[config.mk]
export PLATFORM = sky130hd
export DESIGN_NAME = mw_cmd_master
export DESIGN_NICKNAME = d
export VERILOG_FILES = /design/src/rtl/mw_pkg.sv /design/src/rtl/mw_half_tick.sv /design/src/rtl/mw_len_sel.sv /design/src/rtl/mw_cmd_master.sv
export SDC_FILE = /design/constraint.sdc
export NUM_CORES = 1
export LEC_CHECK = 0
export ABC_AREA = 1
export BUFFER_PORTS_ARGS = -buffer_cell sky130_fd_sc_hd__buf_2
export CELL_PAD_IN_SITES_DETAIL_PLACEMENT = 1
export CELL_PAD_IN_SITES_GLOBAL_PLACEMENT = 2
export CORE_MARGIN = 5
export CORE_UTILIZATION = 31
export DETAILED_ROUTE_END_ITERATION = 10
export HOLD_SLACK_MARGIN = 0.05
export PLACE_DENSITY = 0.8
export REMOVE_ABC_BUFFERS = 1
export SLEW_MARGIN = 20
export SYNTH_ARGS = -nofsm -noshare
export SYNTH_HDL_FRONTEND = slang
export SYNTH_SLANG_ARGS = --single-unit
[constraint.sdc]
create_clock -name clk -period 1.95 [get_ports clk]
set_input_delay 0.39 -clock clk [delete_from_list [all_inputs] [get_ports clk]]
set_output_delay 0.39 -clock clk [all_outputs]
set_load 0.01 [all_outputs]
[src/rtl/mw_pkg.sv]
package mw_pkg;
    localparam int CMD_W  = 16;
    localparam int DATA_W = 32;
    localparam int CNT_W  = $clog2(DATA_W);

    typedef enum logic [1:0] {
        ST_IDLE,
        ST_CMD,
        ST_RSP,
        ST_HOLD
    } mw_state_e;

    typedef struct packed {
        mw_state_e            st;
        logic                 sclk;
        logic                 txd;
        logic                 frame;
        logic [CMD_W-1:0]     tx_sh;
        logic [CNT_W-1:0]     cnt;
        logic [CNT_W-1:0]     nd_m1;
        logic [DATA_W-1:0]    rx_sh;
        logic [DATA_W-1:0]    rsp;
        logic                 rsp_vld;
    } mw_regs_t;
endpackage

[src/rtl/mw_half_tick.sv]
module mw_half_tick #(
    parameter int DIV = 2
) (
    input  logic clk,
    input  logic rst_n,
    input  logic run,
    output logic tick
);
    localparam int DW = (DIV > 1) ? $clog2(DIV) : 1;
    localparam logic [DW-1:0] LAST = DW'(DIV - 1);

    logic [DW-1:0] cnt_d, cnt_q;

    always_comb begin
        cnt_d = cnt_q;
        if (!run)
            cnt_d = '0;
        else if (cnt_q == LAST)
            cnt_d = '0;
        else
            cnt_d = cnt_q + 1'b1;
    end

    always_ff @(posedge clk) begin
        if (!rst_n) cnt_q <= '0;
        else        cnt_q <= cnt_d;
    end

    assign tick = run && (cnt_q == LAST);
endmodule

[src/rtl/mw_len_sel.sv]
module mw_len_sel
    import mw_pkg::*;
(
    input  logic             cmd16,
    input  logic [5:0]       data_len,
    output logic [CNT_W-1:0] cmd_m1,
    output logic [CNT_W-1:0] data_m1
);
    always_comb begin
        cmd_m1 = cmd16 ? CNT_W'(15) : CNT_W'(7);
        if (data_len < 6'd4)
            data_m1 = CNT_W'(3);
        else if (data_len > 6'(DATA_W))
            data_m1 = CNT_W'(DATA_W - 1);
        else
            data_m1 = CNT_W'(data_len - 6'd1);
    end
endmodule

[src/rtl/mw_cmd_master.sv]
module mw_cmd_master
    import mw_pkg::*;
#(
    parameter int DIV = 2
) (
    input  logic        clk,
    input  logic        rst_n,
    input  logic        cmd_valid,
    output logic        cmd_ready,
    input  logic [15:0] cmd_word,
    input  logic        cfg_cmd16,
    input  logic [5:0]  cfg_data_len,
    input  logic        cfg_continuous,
    output logic [31:0] rsp_data,
    output logic        rsp_valid,
    output logic        sclk,
    output logic        frame,
    output logic        txd,
    input  logic        rxd
);
    mw_regs_t r_d, r_q;
    logic tick;
    logic run;
    logic [CNT_W-1:0] cmd_m1, data_m1;
    logic rsp_phase;

    assign run       = (r_q.st == ST_CMD) || (r_q.st == ST_RSP);
    assign rsp_phase = (r_q.st == ST_RSP);

    mw_half_tick #(.DIV(DIV)) tick_i (
        .clk   (clk),
        .rst_n (rst_n),
        .run   (run),
        .tick  (tick)
    );

    mw_len_sel len_i (
        .cmd16    (cfg_cmd16),
        .data_len (cfg_data_len),
        .cmd_m1   (cmd_m1),
        .data_m1  (data_m1)
    );

    always_comb begin
        r_d         = r_q;
        r_d.rsp_vld = 1'b0;
        unique case (r_q.st)
            ST_IDLE, ST_HOLD: begin
                if (cmd_valid) begin
                    r_d.st    = ST_CMD;
                    r_d.frame = 1'b1;
                    r_d.sclk  = 1'b0;
                    r_d.tx_sh = cfg_cmd16 ? cmd_word : {cmd_word[7:0], 8'h00};
                    r_d.txd   = cfg_cmd16 ? cmd_word[15] : cmd_word[7];
                    r_d.cnt   = cmd_m1;
                    r_d.nd_m1 = data_m1;
                    r_d.rx_sh = '0;
                end else if (r_q.st == ST_HOLD && !cfg_continuous) begin
                    r_d.st    = ST_IDLE;
                    r_d.frame = 1'b0;
                end
            end
            ST_CMD: begin
                if (tick) begin
                    if (!r_q.sclk) begin
                        r_d.sclk = 1'b1;
                    end else begin
                        r_d.sclk = 1'b0;
                        if (r_q.cnt == '0) begin
                            r_d.st  = ST_RSP;
                            r_d.txd = 1'b0;
                            r_d.cnt = r_q.nd_m1;
                        end else begin
                            r_d.cnt   = r_q.cnt - 1'b1;
                            r_d.tx_sh = {r_q.tx_sh[CMD_W-2:0], 1'b0};
                            r_d.txd   = r_q.tx_sh[CMD_W-2];
                        end
                    end
                end
            end
            ST_RSP: begin
                if (tick) begin
                    if (!r_q.sclk) begin
                        r_d.sclk  = 1'b1;
                        r_d.rx_sh = {r_q.rx_sh[DATA_W-2:0], rxd};
                    end else begin
                        r_d.sclk = 1'b0;
                        if (r_q.cnt == '0) begin
                            r_d.rsp     = r_q.rx_sh;
                            r_d.rsp_vld = 1'b1;
                            r_d.st      = cfg_continuous ? ST_HOLD : ST_IDLE;
                            r_d.frame   = cfg_continuous;
                        end else begin
                            r_d.cnt = r_q.cnt - 1'b1;
                        end
                    end
                end
            end
            default: r_d = r_q;
        endcase
    end

    always_ff @(posedge clk) begin
        if (!rst_n) begin
            r_q    <= '0;
            r_q.st <= ST_IDLE;
        end else begin
            r_q <= r_d;
        end
    end

    assign cmd_ready = (r_q.st == ST_IDLE) || (r_q.st == ST_HOLD);
    assign rsp_data  = r_q.rsp;
    assign rsp_valid = r_q.rsp_vld;
    assign sclk      = r_q.sclk;
    assign frame     = r_q.frame;
    assign txd       = r_q.txd;
endmodule

==> results.sh <==
export IMPL_status="completed"
export IMPL_core_area_um2=13900
export IMPL_reg2reg_slack_ns=0.14
export IMPL_clockBufferDepth=2
export IMPL_routed_via_count=3973
export IMPL_async_flop_share_pct=0
export IMPL_ys_flop_type="dfxtp_1"
export IMPL_clkSinkCount=96
export IMPL_critPathLaunch="r_q[95]$_SDFFE_PN0P_"
export IMPL_hp_class="in2reg"
export IMPL_antenna_found_initial=0
export IMPL_nets=683
export IMPL_synth_avg_cell_area_um2=7.08
export IMPL_post_route_period_util_pct=93.0
export IMPL_ys_seq_area_share_pct=43.8
export IMPL_yosys_warnings=0
export IMPL_nFillCells=1790
export IMPL_ir_drop_uv=561
export IMPL_drtIter0Drc=242
export IMPL_clk_latency_ns=0.35
export IMPL_routed_wl_mm=11.4
export IMPL_avgRoutedWirePerCell_um=13.7
export IMPL_dpl_hpwl_mm=7.73
export IMPL_relSlewSlack_pct=73.0
export IMPL_grt_ovfl_total=0
export IMPL_worstMarginPinSlew_ns=0.404
export IMPL_final_common_cell="nor2_1"
export IMPL_die_h_um=129
export IMPL_worstPathArrival_ns=2.06
export IMPL_grt_max_degree=48
export IMPL_area_growth_pct=16.6
export IMPL_n_antenna_cell=0
export IMPL_holdWs_ns=0.237
export IMPL_fmax_mhz=551
export IMPL_die_area_um2=16600
export IMPL_path_clk_slew_ns=0.07
export IMPL_cts_tree="yes"
export IMPL_dr_pass1_iters=4
export IMPL_powerDensity_nw_per_um2=1390
export IMPL_io_buffers=64
export IMPL_r2r_end="r_q[77]$_SDFFE_PN0P_"
export IMPL_rows=43
export IMPL_cp_start_kind="flop"
export IMPL_finClkSkew_ns=0.00734
export IMPL_ant_nets=0
export IMPL_rsz0062_at_grt="true"
export IMPL_setup_viol=0
export IMPL_ctsRootBufferMaster="clkbuf_16"
export IMPL_leakagePower_nw=2.24
export IMPL_h_tree_depth=3
export IMPL_final_cell_mix="nor2_1, o21ai_0, dfxtp_1"
export IMPL_gr_usage_all_layers_pct=13.7
export IMPL_cp_endpoint="r_q[77]$_SDFFE_PN0P_"
export IMPL_crit_fanout=14
export IMPL_slew_viol_final=0
export IMPL_period_minus_slack_ns=1.81
export IMPL_gp_congestion=0.775
export IMPL_yosysUniqueCellTypes=30
export IMPL_cp_required_ns=2.19
export IMPL_r2r_worst_path_cells=7
export IMPL_viasPerCell=4.76
export IMPL_cap_violations=0
export IMPL_cts_hold_buf=0
export IMPL_drive_gt1_share_pct=17.6
export IMPL_die_w_um=129
export IMPL_cp_end_kind="flop"
export IMPL_ios=65
export IMPL_grt_first_pass_wirelength_mm=18.7
export IMPL_synth_cells=619
export IMPL_cts_made_buffers=9
export IMPL_grt_pass1_vias=4008
export IMPL_r2r_start="r_q[95]$_SDFFE_PN0P_"
export IMPL_finalHoldViolCount=0
export IMPL_synth_area_um2=4380
export IMPL_synth_edf_count=0
export IMPL_ys_ff_latch=96
export IMPL_path_class="reg2reg"
export IMPL_drc=0
export IMPL_finalPower_mw=7.09
export IMPL_hold_depth=2
export IMPL_start_util_pct=31.6
-- logic make-up after synthesis --
logic type               after synthesis  synth area share (%)
AO/OA/AOI/OAI                        151                  17.6
buffers and inverters                102                  12.4
flip-flops                            96                  43.8
adder cells (fa/ha/maj)                6                  1.71
AND/OR/NAND/NOR                      261                  23.8
XOR/XNOR                               3                 0.600
-- final cells by class --
type,count,area [µm²],share of cell area (%)
Clock buffer,9,225,4.41
Tap cell,180,225,4.41
Clock inverter,7,100,1.96
Multi-Input combinational cell,424,1990,38.9
Inverter,38,150,2.94
Sequential cell,96,1920,37.6
Timing Repair Buffer,80,498,9.75
-- stage by stage --
step	worst slack, ns	instances	instance area [µm²]	TNS, ns	utilization (%)
after floorplan	-0.515	555	3980	-19.13	-
after global placement	0.122	813	4680	0	33.7
after detailed placement	-0.00743	813	4680	-0.00743	33.7
after CTS	0.0447	829	5010	0	36.1
after global routing	0.0113	834	5110	0	36.8
final	0.136	834	5110	0	36.8
-- flip-flops by register name (all words and copies together) (netlist names) --
signal	flops
r_q	59
txd	1
frame	1
sclk	1
tick_i.cnt_q	1
rsp_data	32
rsp_valid	1
-- how the worst min path moves through the flow --
stage                                     from              endpoint
after floorplan           r_q[85]$_SDFFE_PN0P_  r_q[85]$_SDFFE_PN0P_
after global placement    r_q[85]$_SDFFE_PN0P_  r_q[85]$_SDFFE_PN0P_
after detailed placement  r_q[69]$_SDFFE_PN0P_  r_q[69]$_SDFFE_PN0P_
after CTS                      cfg_data_len[0]  r_q[65]$_SDFFE_PN0P_
after global routing           cfg_data_len[0]  r_q[65]$_SDFFE_PN0P_
final                          cfg_data_len[0]  r_q[65]$_SDFFE_PN0P_
-- where the power goes --
| part | internal, mW | switching [mW] |
|---|---|---|
| logic | 0.892 | 1.66 |
| registers | 2.35 | 0.249 |
| clock network | 1.14 | 0.811 |
| total | 4.38 | 2.72 |
-- cell usage after synthesis, types with 2 or more instances --
cell | instances | area, µm²
a21oi_1 | 41 | 205
a31oi_1 | 3 | 18.8
buf_2 | 14 | 70.1
buf_4 | 34 | 255
buf_6 | 2 | 22.5
clkbuf_1 | 12 | 45.0
dfxtp_1 | 96 | 1920
ha_1 | 6 | 75.1
inv_1 | 34 | 128
inv_2 | 4 | 15.0
nand2_1 | 74 | 278
nand3_1 | 20 | 100
nand4_1 | 2 | 12.5
nor2_1 | 159 | 597
o21ai_0 | 101 | 505
o21ai_1 | 2 | 10.0
xor2_1 | 2 | 17.5
-- per-layer routing --
metal	routed length, µm	GRT usage [%]
met1	5340	17.3
met4	177	4.82
met5	0	0
met2	5330	23.1
met3	553	3.11
-- what timing repair did --
item / CTS / global route
buffers inserted: 0 / 2
setup endpoints to repair: 3 / 62
pin swaps: 0 / 3
gates resized for setup: 1 / 15
cloned: 0 / 3
-- critical path, stage by stage (launching register included) --
cell and delay [ns]:
dfxtp_1 0.35, inv_1 0.09, ha_2 0.33, nand4_1 0.39
nand3_4 0.28, inv_8 0.07, nor2_1 0.12, nor2_1 0.06
No activity file was read; power rests on OpenSTA's default activity.
